$ cat src/rtl/bgen_pkg.sv
package bgen_pkg;

  typedef enum logic [1:0] {
    RATE_ASYNC_SLOW = 2'd0,
    RATE_ASYNC_FAST = 2'd1,
    RATE_SYNC       = 2'd2
  } rate_mode_e;

  function automatic rate_mode_e decode_mode(input logic fast, input logic sync);
    if (sync)      return RATE_SYNC;
    else if (fast) return RATE_ASYNC_FAST;
    else           return RATE_ASYNC_SLOW;
  endfunction

endpackage

$ cat src/rtl/bgen_rst_sync.sv
module bgen_rst_sync #(
  parameter int STAGES = 2
) (
  input  logic clk,
  input  logic rst_n,
  output logic rst_sync_n
);
  logic [STAGES-1:0] chain_q;

  always_ff @(posedge clk or negedge rst_n) begin
    if (!rst_n) chain_q <= '0;
    else        chain_q <= {chain_q[STAGES-2:0], 1'b1};
  end

  assign rst_sync_n = chain_q[STAGES-1];
endmodule

$ cat src/rtl/bgen_reload_cnt.sv
module bgen_reload_cnt #(
  parameter int W = 8
) (
  input  logic         clk,
  input  logic         rst_n,
  input  logic         restart,
  input  logic [W-1:0] load_val,
  output logic         fire
);
  logic [W-1:0] div_q, div_d;
  logic [W-1:0] cnt_q, cnt_d;

  always_comb begin
    div_d = div_q;
    cnt_d = cnt_q;
    fire  = 1'b0;
    if (restart) begin
      div_d = load_val;
      cnt_d = load_val;
    end else if (cnt_q == '0) begin
      fire  = 1'b1;
      cnt_d = div_q;
    end else begin
      cnt_d = cnt_q - 1'b1;
    end
  end

  always_ff @(posedge clk or negedge rst_n) begin
    if (!rst_n) begin
      div_q <= '0;
      cnt_q <= '0;
    end else begin
      div_q <= div_d;
      cnt_q <= cnt_d;
    end
  end
endmodule

$ cat src/rtl/bgen_mod_cnt.sv
module bgen_mod_cnt #(
  parameter int N = 4
) (
  input  logic clk,
  input  logic rst_n,
  input  logic clr,
  input  logic adv,
  output logic wrap
);
  localparam int W = (N > 2) ? $clog2(N) : 1;
  localparam logic [W-1:0] LAST = W'(N - 1);

  logic [W-1:0] cnt_q, cnt_d;
  logic         cnt_en;

  always_comb begin
    cnt_en = clr | adv;
    wrap   = adv & ~clr & (cnt_q == LAST);
    if (clr)       cnt_d = '0;
    else if (wrap) cnt_d = '0;
    else           cnt_d = cnt_q + 1'b1;
  end

  always_ff @(posedge clk or negedge rst_n) begin
    if (!rst_n)      cnt_q <= '0;
    else if (cnt_en) cnt_q <= cnt_d;
  end
endmodule

$ cat src/rtl/bitrate_tick_gen.sv
module bitrate_tick_gen #(
  parameter int DIV_W    = 8,
  parameter int OS_RATIO = 16,
  parameter int SLOW_PRE = 4,
  parameter int SYNC_PRE = 4
) (
  input  logic             clk,
  input  logic             rst_n,
  input  logic             div_wr,
  input  logic [DIV_W-1:0] div_wdata,
  input  logic             fast_sel,
  input  logic             sync_sel,
  output logic             os_tick,
  output logic             bit_tick
);
  import bgen_pkg::*;

  logic       rst_int_n;
  rate_mode_e mode;
  logic       pre_fire;
  logic       slow_wrap, sync_wrap, os_wrap;
  logic       os_evt, bit_evt;
  logic       os_tick_d, bit_tick_d;

  assign mode = decode_mode(fast_sel, sync_sel);

  bgen_rst_sync #(.STAGES(2)) u_rst (
    .clk        (clk),
    .rst_n      (rst_n),
    .rst_sync_n (rst_int_n)
  );

  bgen_reload_cnt #(.W(DIV_W)) u_reload (
    .clk      (clk),
    .rst_n    (rst_int_n),
    .restart  (div_wr),
    .load_val (div_wdata),
    .fire     (pre_fire)
  );

  generate
    if (SLOW_PRE == SYNC_PRE) begin : g_shared_pre
      logic shared_wrap;
      bgen_mod_cnt #(.N(SLOW_PRE)) u_pre (
        .clk   (clk),
        .rst_n (rst_int_n),
        .clr   (div_wr),
        .adv   (pre_fire & (mode != RATE_ASYNC_FAST)),
        .wrap  (shared_wrap)
      );
      assign slow_wrap = shared_wrap & (mode == RATE_ASYNC_SLOW);
      assign sync_wrap = shared_wrap & (mode == RATE_SYNC);
    end else begin : g_split_pre
      bgen_mod_cnt #(.N(SLOW_PRE)) u_pre_slow (
        .clk   (clk),
        .rst_n (rst_int_n),
        .clr   (div_wr),
        .adv   (pre_fire & (mode == RATE_ASYNC_SLOW)),
        .wrap  (slow_wrap)
      );
      bgen_mod_cnt #(.N(SYNC_PRE)) u_pre_sync (
        .clk   (clk),
        .rst_n (rst_int_n),
        .clr   (div_wr),
        .adv   (pre_fire & (mode == RATE_SYNC)),
        .wrap  (sync_wrap)
      );
    end
  endgenerate

  always_comb begin
    unique case (mode)
      RATE_ASYNC_FAST: os_evt = pre_fire;
      RATE_ASYNC_SLOW: os_evt = slow_wrap;
      default:         os_evt = 1'b0;
    endcase
  end

  bgen_mod_cnt #(.N(OS_RATIO)) u_os_div (
    .clk   (clk),
    .rst_n (rst_int_n),
    .clr   (div_wr),
    .adv   (os_evt),
    .wrap  (os_wrap)
  );

  always_comb begin
    bit_evt    = (mode == RATE_SYNC) ? sync_wrap : os_wrap;
    os_tick_d  = os_evt  & ~div_wr;
    bit_tick_d = bit_evt & ~div_wr;
  end

  always_ff @(posedge clk or negedge rst_int_n) begin
    if (!rst_int_n) begin
      os_tick  <= 1'b0;
      bit_tick <= 1'b0;
    end else begin
      os_tick  <= os_tick_d;
      bit_tick <= bit_tick_d;
    end
  end
endmodule

$ cat config.mk
export PLATFORM = sky130hd
export DESIGN_NAME = bitrate_tick_gen
export DESIGN_NICKNAME = d
export VERILOG_FILES = /design/src/rtl/bgen_pkg.sv /design/src/rtl/bgen_rst_sync.sv /design/src/rtl/bgen_reload_cnt.sv /design/src/rtl/bgen_mod_cnt.sv /design/src/rtl/bitrate_tick_gen.sv
export SDC_FILE = /design/constraint.sdc
export NUM_CORES = 1
export LEC_CHECK = 0
export BUFFER_PORTS_ARGS = -buffer_cell sky130_fd_sc_hd__buf_2
export CAP_MARGIN = 20
export CORE_MARGIN = 2
export CORE_UTILIZATION = 35
export CTS_CLUSTER_SIZE = 28
export DETAILED_ROUTE_END_ITERATION = 7
export PLACE_DENSITY = 0.54
export SLEW_MARGIN = 20
export SYNTH_ARGS = -nofsm -noshare
export SYNTH_HDL_FRONTEND = slang
export SYNTH_SLANG_ARGS = --single-unit
$ cat constraint.sdc
create_clock -name clk -period 0.9 [get_ports clk]
set_input_delay 0.045 -clock clk [delete_from_list [all_inputs] [get_ports clk]]
set_output_delay 0.045 -clock clk [all_outputs]
set_load 0.01 [all_outputs]
==> metrics.txt, run 1 <==
# TYPE chip_impl_metric gauge
chip_impl_metric{name="p_comb_frac",unit=""} 0.258
chip_impl_metric{name="vdd.ir_drop.worst",unit="mV"} 0.762
chip_impl_metric{name="io_pins",unit=""} 15
chip_impl_metric{name="detail_route.drc_violations",unit=""} 0
chip_impl_metric{name="std_cell_rows",unit=""} 21
chip_impl_metric{name="synth-warning-count",unit=""} 0
chip_impl_info{name="setup.worst_path.end_class",value="flip-flop"} 1
chip_impl_metric{name="die-width",unit="um"} 64.1
chip_impl_metric{name="asyncSetResetFlopFracSynth",unit=""} 1.00
chip_impl_metric{name="critPathArrivalTime",unit="ns"} 1.84
chip_impl_info{name="grt_setup_unrepaired",value="yes"} 1
chip_impl_metric{name="grt-ovfl-total",unit=""} 0
chip_impl_info{name="clock_tree.root_cell",value="sky130_fd_sc_hd__clkbuf_4"} 1
chip_impl_metric{name="ant_nets",unit=""} 0
chip_impl_metric{name="share_seq_of_total_power",unit=""} 0.467
chip_impl_metric{name="nFillCells",unit=""} 325
chip_impl_metric{name="drt_pass1_iterations",unit=""} 4
chip_impl_metric{name="synth.yosys.seq_area_share",unit=""} 0.514
chip_impl_info{name="hp-class",value="input port to flip-flop"} 1
chip_impl_metric{name="avgRoutedWirePerCell",unit="um"} 13.5
chip_impl_metric{name="synthDistinctLibCells",unit=""} 32
chip_impl_metric{name="detail_route.iter0.violations",unit=""} 48
chip_impl_metric{name="maximum_number_of_pins_on_one_net_before_global_route_repair",unit=""} 21
chip_impl_info{name="crit_path_start",value="u_reload.cnt_q[1]"} 1
chip_impl_metric{name="fin_worst_hold_slack",unit="ns"} 0.0436
chip_impl_info{name="tritoncts",value="done"} 1
chip_impl_metric{name="die-height",unit="um"} 64.1
chip_impl_metric{name="net-switching-power",unit="mW"} 0.779
chip_impl_metric{name="internal_power",unit="mW"} 2.12
chip_impl_metric{name="leakage_power",unit="nW"} 0.949
chip_impl_metric{name="timing.clock.skew",unit="ns"} 0.0104
chip_impl_metric{name="fin_crit_sh",unit=""} 1.80
chip_impl_metric{name="clk_transition_reported_paths",unit="ns"} 0.15
chip_impl_info{name="worst_hold_startpoint",value="div_wr"} 1
chip_impl_metric{name="final_hold_viol_count",unit=""} 0
chip_impl_metric{name="clock_sinks",unit=""} 26
chip_impl_info{name="outcome",value="finished with violations"} 1
chip_impl_metric{name="met2_wirelength",unit="um"} 1540
chip_impl_metric{name="routed-via-count",unit=""} 1117
chip_impl_metric{name="initial_utilization",unit=""} 0.370
chip_impl_metric{name="antenna_cells",unit=""} 0
chip_impl_metric{name="post-route-worst-setup-slack",unit="ns"} -0.719
chip_impl_metric{name="setup_violations",unit=""} 16
chip_impl_info{name="yosys_most_used_dff",value="sky130_fd_sc_hd__dfrtp_1"} 1
chip_impl_metric{name="avgSynthCellArea",unit="um2"} 10.5
chip_impl_metric{name="avgViaCountPerCell",unit=""} 4.96
chip_impl_metric{name="final_cell_count_without_fillers",unit=""} 225
chip_impl_info{name="critPathLaunchType",value="flip-flop"} 1
chip_impl_metric{name="critical-path-max-stage-delay",unit="ns"} 0.41
chip_impl_info{name="top_layer_used",value="met4"} 1
chip_impl_metric{name="drive_gt1_frac",unit=""} 0.413
chip_impl_metric{name="finalNetCount",unit=""} 197
chip_impl_metric{name="totalWireLength",unit="um"} 3040
chip_impl_metric{name="cp_data_required_time",unit="ns"} 1.12
chip_impl_metric{name="gp_routability_congestion",unit=""} 0.711
chip_impl_metric{name="pre_cts_slack",unit="ns"} -0.740
chip_impl_metric{name="area_delta_synth_final",unit="%"} 52.7
chip_impl_metric{name="syn_inst",unit=""} 121
chip_impl_metric{name="fp.dieArea",unit="um2"} 4110
chip_impl_info{name="crit_chain",value="inv_2 -> ha_4 -> nor3b_4 -> buf_6 -> nand2_8 -> mux2i_1 -> mux2_4"} 1
chip_impl_metric{name="min_period",unit="ns"} 1.62
chip_impl_metric{name="floorplan.core_area",unit="um2"} 3420
chip_impl_metric{name="synth-edff-count",unit=""} 0
chip_impl_metric{name="clock_power_share",unit=""} 0.276
chip_impl_metric{name="post-layout-total-power",unit="mW"} 2.90
chip_impl_metric{name="grt_usage",unit=""} 0.154
chip_impl_metric{name="clock_latency",unit="ns"} 0.32
chip_impl_metric{name="wl_met1",unit="um"} 1360
chip_impl_metric{name="ctsHtreeMaxLevel",unit=""} 1
chip_impl_metric{name="final_util",unit=""} 0.566
chip_impl_metric{name="maxCapViolations",unit=""} 0
chip_impl_metric{name="netSwitchingFraction",unit=""} 0.269
chip_impl_metric{name="antenna_violations_before_repair",unit=""} 0
chip_impl_metric{name="ys_seq_elements",unit=""} 26
chip_impl_metric{name="hpwl",unit="um"} 2060
chip_impl_metric{name="slew_limit_fails",unit=""} 0
chip_impl_info{name="violated_checks",value="negative setup slack"} 1
chip_impl_metric{name="crit_path_max_fanout",unit=""} 7
chip_impl_metric{name="portBuffers",unit=""} 14
chip_impl_metric{name="synth_area",unit="um2"} 1260
chip_impl_info{name="critical_path_class",value="flip-flop to flip-flop"} 1
chip_impl_metric{name="met3_wirelength",unit="um"} 118
chip_impl_metric{name="total_power_per_unit_cell_area",unit="nW/um2"} 1500
chip_impl_metric{name="max_clock_freq",unit="MHz"} 618
chip_impl_metric{name="dpl.cell_count",unit=""} 203
chip_impl_metric{name="grt_pass1_vias",unit=""} 1104
chip_impl_info{name="r2r_start",value="u_reload.cnt_q[1]"} 1
chip_impl_info{name="cp_max_stage_cell",value="sky130_fd_sc_hd__dfrtp_1"} 1
chip_impl_metric{name="grt_first_pass_wirelength",unit="um"} 4930
chip_impl_metric{name="synth_fp_nets",unit=""} 138
chip_impl_metric{name="clock_buffer_count_from_cts",unit=""} 3
chip_impl_metric{name="clk_path_buf_depth",unit=""} 2
-- layer usage --
layer	global-route usage	vias up
met3	0.0176	4
met2	0.258	26
li1	-	537
met4	0.0559	0
met5	0	-
met1	0.204	550
-- power by group through the flow --
stage	combinational (mW)	clock, mW	sequential (mW)
after floorplan	0.298	0	1.38
after global placement	0.564	0	1.36
after detailed placement	0.580	0	1.37
after CTS	0.690	0.828	1.35
after global routing	0.827	0.861	1.36
final	0.747	0.800	1.35
-- state kept, by name, summed over array words and instances, names as in the netlist --
name                      flops
os_tick                       1
u_os_div.cnt_q                4
u_reload.div_q                8
u_reload.cnt_q                8
u_rst.chain_q                 2
bit_tick                      1
g_shared_pre.u_pre.cnt_q      2
-- worst max-delay path, delay by kind of cell (launching register included) --
kind,cells,cell delay [ns]
simple gates,2,0.35
buf+inv,2,0.24
fa+ha+maj,1,0.13
mux,2,0.39
flops,1,0.41
-- placed cells by master, fill, tap and decap left out, types with 2 or more instances in the layout --
cell and instances:
sky130_fd_sc_hd__buf_4 27, sky130_fd_sc_hd__dfrtp_1 25, sky130_fd_sc_hd__buf_2 14, sky130_fd_sc_hd__nand2_1 13, sky130_fd_sc_hd__inv_1 11, sky130_fd_sc_hd__dlygate4sd3_1 10, sky130_fd_sc_hd__o21ai_0 8, sky130_fd_sc_hd__mux2i_1 7
sky130_fd_sc_hd__nor2_1 5, sky130_fd_sc_hd__o21ai_1 5, sky130_fd_sc_hd__buf_6 5, sky130_fd_sc_hd__o31ai_1 3, sky130_fd_sc_hd__ha_1 3, sky130_fd_sc_hd__clkbuf_4 3, sky130_fd_sc_hd__a21oi_1 2, sky130_fd_sc_hd__o31ai_2 2
sky130_fd_sc_hd__xor2_1 2, sky130_fd_sc_hd__mux2_4 2, sky130_fd_sc_hd__inv_2 2, sky130_fd_sc_hd__nand2_2 2
-- logic make-up (layout without fill, tap and decap cells) --
kind of cell	count (synthesis)	after routing	synth area share
flops	26	26	0.514
xor+xnor	3	3	0.0208
mux	9	9	0.0732
simple gates	31	31	0.132
fa+ha+maj	4	4	0.0396
compound gates	30	30	0.167
buf+inv	17	75	0.0504
other cells	1	1	0.00296
-- area by class of cell --
class,count,area (um2),share of cell area
clock inverter,1,30.0,0.0155
timing repair buffer,57,449,0.233
multi-input combinational,78,666,0.345
tap,46,57.6,0.0298
inverter,14,55.1,0.0285
sequential,26,652,0.337
clock buffer,3,22.5,0.0117
-- synthesized netlist by cell type (2+ instances only) --
master / n / area [um2]
sky130_fd_sc_hd__o21ai_0: 13 / 65.1
sky130_fd_sc_hd__nor2_1: 6 / 22.5
sky130_fd_sc_hd__nor3b_1: 2 / 15.0
sky130_fd_sc_hd__mux2i_1: 7 / 70.1
sky130_fd_sc_hd__o31ai_1: 4 / 30.0
sky130_fd_sc_hd__ha_1: 4 / 50.1
sky130_fd_sc_hd__inv_1: 14 / 52.6
sky130_fd_sc_hd__mux2_2: 2 / 22.5
sky130_fd_sc_hd__dfrtp_1: 26 / 651
sky130_fd_sc_hd__nand2_1: 15 / 56.3
sky130_fd_sc_hd__a21oi_1: 3 / 15.0
sky130_fd_sc_hd__clkbuf_1: 3 / 11.3
sky130_fd_sc_hd__xor2_1: 3 / 26.3
-- stage by stage --
stage               cell area (um2)  setup TNS [ns]
floorplan                      1310           -8.28
global placement               1610           -9.34
detailed placement             1610          -10.06
CTS                            1840           -9.69
global route                   1930          -11.79
finish                         1930          -10.49
-- worst paths after layout --
check / endpoint / slack (ns) / depth (start not counted)
max: u_reload.cnt_q[0] / -0.72 / 7
min: bit_tick / 0.04 / 3
max reg2reg: u_reload.cnt_q[0] / -0.72 / 7
min reg2reg: u_os_div.cnt_q[1] / 0.17 / 1
max in group asynchronous: u_rst.chain_q[1] / 0.25 / 3
min in group asynchronous: u_os_div.cnt_q[1] / 0.17 / 1
-- timing repair --
| item | 4_1_cts | 5_1_grt |
|---|---|---|
| resized for setup | 8 | 14 |
| pin swaps | 8 | 4 |
| buffers inserted | 4 | 5 |
| gates cloned | 0 | 0 |
| hold endpoints to repair | 18 | 0 |
| hold buffers | 10 | 0 |
| endpoints found under the setup margin | 16 | 18 |
Note: power is estimated with default switching activity, not from simulation.
==> inputs of run 2 (changes only) <==
--- a/config.mk
+++ b/config.mk
@@ -8,10 +8,11 @@
 export BUFFER_PORTS_ARGS = -buffer_cell sky130_fd_sc_hd__buf_2
 export CAP_MARGIN = 20
 export CORE_MARGIN = 2
-export CORE_UTILIZATION = 35
+export CORE_UTILIZATION = 55
 export CTS_CLUSTER_SIZE = 28
 export DETAILED_ROUTE_END_ITERATION = 7
-export PLACE_DENSITY = 0.54
+export MAX_ROUTING_LAYER = met4
+export PLACE_DENSITY = 0.77
 export SLEW_MARGIN = 20
 export SYNTH_ARGS = -nofsm -noshare
 export SYNTH_HDL_FRONTEND = slang
==> metrics.txt, run 2 (same netlist as run 1, synthesis figures left out) <==
# TYPE chip_impl_metric gauge
chip_impl_info{name="outcome",value="finished with violations"} 1
chip_impl_info{name="violated_checks",value="negative setup slack"} 1
chip_impl_metric{name="worstPathBufferInverterCount",unit=""} 1
chip_impl_metric{name="totalWireLength",unit="um"} 3740
chip_impl_metric{name="vdd.ir_drop.worst",unit="mV"} 1.44
chip_impl_info{name="critPathLaunchType",value="flip-flop"} 1
chip_impl_metric{name="avgRoutedWirePerCell",unit="um"} 18.0
chip_impl_info{name="layout_common_cells",value="26 x sky130_fd_sc_hd__dfrtp_1, 26 x sky130_fd_sc_hd__buf_4, 15 x sky130_fd_sc_hd__nand2_1"} 1
chip_impl_info{name="cp_max_stage_cell",value="sky130_fd_sc_hd__dfrtp_1"} 1
chip_impl_metric{name="leakage_power",unit="nW"} 0.955
chip_impl_metric{name="drive_gt1_frac",unit=""} 0.447
chip_impl_metric{name="io_pins",unit=""} 15
chip_impl_metric{name="clk_transition_reported_paths",unit="ns"} 0.13
chip_impl_metric{name="place_area",unit="um2"} 1610
chip_impl_metric{name="clock_latency",unit="ns"} 0.33
chip_impl_metric{name="grt_pass1_vias",unit=""} 1266
chip_impl_metric{name="grt-ovfl-total",unit=""} 0
chip_impl_info{name="setup.worst_path.end_class",value="flip-flop"} 1
chip_impl_metric{name="antenna_violations_before_repair",unit=""} 0
chip_impl_metric{name="ctsHtreeMaxLevel",unit=""} 1
chip_impl_info{name="holdPathEnd",value="bit_tick"} 1
chip_impl_metric{name="grt_usage",unit=""} 0.310
chip_impl_info{name="r2r_start",value="u_reload.cnt_q[1]"} 1
chip_impl_metric{name="detail_route.drc_violations",unit=""} 0
chip_impl_metric{name="cp_data_required_time",unit="ns"} 1.11
chip_impl_metric{name="post-route-worst-setup-slack",unit="ns"} -0.856
chip_impl_metric{name="detail_route.iter0.violations",unit=""} 38
chip_impl_metric{name="critical-path-max-stage-delay",unit="ns"} 0.44
chip_impl_metric{name="initial_utilization",unit=""} 0.577
chip_impl_metric{name="antenna_cells",unit=""} 0
chip_impl_metric{name="setup_violations",unit=""} 17
chip_impl_metric{name="critPathArrivalTime",unit="ns"} 1.97
chip_impl_metric{name="die-width",unit="um"} 52.0
chip_impl_info{name="hp-class",value="input port to flip-flop"} 1
chip_impl_metric{name="clock_sinks",unit=""} 26
chip_impl_metric{name="nFillCells",unit=""} 93
chip_impl_metric{name="maximum_number_of_pins_on_one_net_before_global_route_repair",unit=""} 15
chip_impl_info{name="grt_setup_unrepaired",value="yes"} 1
chip_impl_metric{name="drt_pass1_iterations",unit=""} 4
chip_impl_metric{name="final_design_area_no_fill",unit="um2"} 1950
chip_impl_info{name="crit_family",value="compound AO/OA/AOI/OAI gates"} 1
chip_impl_info{name="largestRegisters",value="u_reload.cnt_q x8, u_reload.div_q x8, u_os_div.cnt_q x4"} 1
chip_impl_metric{name="routed-via-count",unit=""} 1168
chip_impl_info{name="timing.rr.end",value="u_os_div.cnt_q[3]"} 1
chip_impl_info{name="critical_path_class",value="flip-flop to flip-flop"} 1
chip_impl_metric{name="hpwl",unit="um"} 2090
chip_impl_metric{name="finalNetCount",unit=""} 198
chip_impl_metric{name="clk_path_buf_depth",unit=""} 2
chip_impl_info{name="clock_tree.root_cell",value="sky130_fd_sc_hd__clkbuf_4"} 1
chip_impl_metric{name="slew_limit_fails",unit=""} 0
chip_impl_metric{name="die-height",unit="um"} 52.0
chip_impl_metric{name="grt_first_pass_wirelength",unit="um"} 5720
chip_impl_info{name="worst_hold_startpoint",value="div_wr"} 1
chip_impl_metric{name="avgViaCountPerCell",unit=""} 5.64
chip_impl_metric{name="clock_buffer_count_from_cts",unit=""} 3
chip_impl_metric{name="worst_r2r_path_depth",unit=""} 6
chip_impl_metric{name="hold_depth",unit=""} 3
chip_impl_metric{name="area_delta_synth_final",unit="%"} 54.4
chip_impl_metric{name="std_cell_rows",unit=""} 17
chip_impl_metric{name="portBuffers",unit=""} 14
chip_impl_metric{name="crit_path_max_fanout",unit=""} 5
chip_impl_metric{name="maxCapViolations",unit=""} 0
chip_impl_metric{name="final_hold_viol_count",unit=""} 0
chip_impl_metric{name="area.sequential",unit="um2"} 651
chip_impl_info{name="crit_chain",value="inv_2 -> ha_4 -> nor3b_4 -> o2111ai_4 -> o311ai_2 -> o41ai_2"} 1
chip_impl_metric{name="fin_worst_hold_slack",unit="ns"} 0.122
chip_impl_metric{name="total_power_per_unit_cell_area",unit="nW/um2"} 1420
chip_impl_metric{name="floorplan.core_area",unit="um2"} 2190
chip_impl_metric{name="gp_routability_congestion",unit=""} 0.831
chip_impl_metric{name="min_period",unit="ns"} 1.76
chip_impl_metric{name="fin_crit_sh",unit=""} 1.95
chip_impl_info{name="tritoncts",value="done"} 1
chip_impl_metric{name="fp.dieArea",unit="um2"} 2700
chip_impl_metric{name="rrSetupSlack",unit="ns"} -0.86
chip_impl_metric{name="ant_nets",unit=""} 0
chip_impl_metric{name="multiInputGateArea",unit="um2"} 728
chip_impl_metric{name="max_clock_freq",unit="MHz"} 569
chip_impl_metric{name="timing.clock.skew",unit="ns"} 0.00626
[run 2: cell types whose count changed in the layout (fill, tap and decap cells not counted), sizes merged]
cell,delta
buf,+1
bufinv,-1
[run 2: layer usage]
| metal | GRT usage | vias to the layer above | share of wire |
|---|---|---|---|
| met5 | - | - | 0 |
| met4 | 0.154 | 0 | 0.037 |
| met3 | 0.0891 | 17 | 0.039 |
| met2 | 0.515 | 39 | 0.51 |
| met1 | 0.340 | 573 | 0.41 |
| li1 | - | 539 | - |
[run 2: tightest hold or removal path: stages]
cell,delay (ns)
sky130_fd_sc_hd__buf_2,0.13
sky130_fd_sc_hd__buf_4,0.20
sky130_fd_sc_hd__a2111oi_4,0.06
[run 2: final cells by class]
class / instances / area share
Inverter: 14 / 0.0269
Sequential cell: 26 / 0.333
Timing Repair Buffer: 58 / 0.238
Multi-Input combinational cell: 78 / 0.373
Clock buffer: 3 / 0.0115
Tap cell: 28 / 0.0179
[run 2: metrics by stage]
| step | setup TNS (ns) | power, mW | setup WS, ns | utilization | cells |
|---|---|---|---|---|---|
| after floorplan | -8.28 | 1.68 | -0.638 | - | 121 |
| after global placement | -8.53 | 1.92 | -0.633 | 0.733 | 187 |
| after detailed placement | -9.66 | 1.97 | -0.755 | 0.733 | 187 |
| after CTS | -9.86 | 2.62 | -0.730 | 0.847 | 205 |
| after global routing | -11.72 | 2.88 | -0.894 | 0.891 | 207 |
| final | -10.95 | 2.77 | -0.856 | 0.891 | 207 |
[run 2: where the power goes]
part	switching, mW	internal [mW]	total, mW
combinational	0.416	0.475	0.891
clock	0.359	0.158	0.517
sequential	0.100	1.26	1.36
total	0.876	1.89	2.77
[run 2: what timing repair did]
action,CTS,global route
hold buffers,9,1
gates cloned,0,0
buffers inserted,6,3
hold endpoints to repair,18,2
gates resized for setup,17,15
setup endpoints to repair,16,18
pin swaps,10,12
[run 2: how the worst max path moves through the flow]
stage	from	end	depth (start not counted)
finish	u_reload.cnt_q[1]	u_os_div.cnt_q[3]	6
global route	u_reload.cnt_q[4]	u_os_div.cnt_q[3]	5
CTS	u_reload.cnt_q[0]	u_os_div.cnt_q[3]	6
detailed placement	u_reload.cnt_q[1]	u_reload.cnt_q[5]	5
global placement	u_reload.cnt_q[5]	u_reload.cnt_q[5]	3
floorplan	u_reload.cnt_q[1]	u_os_div.cnt_q[3]	6
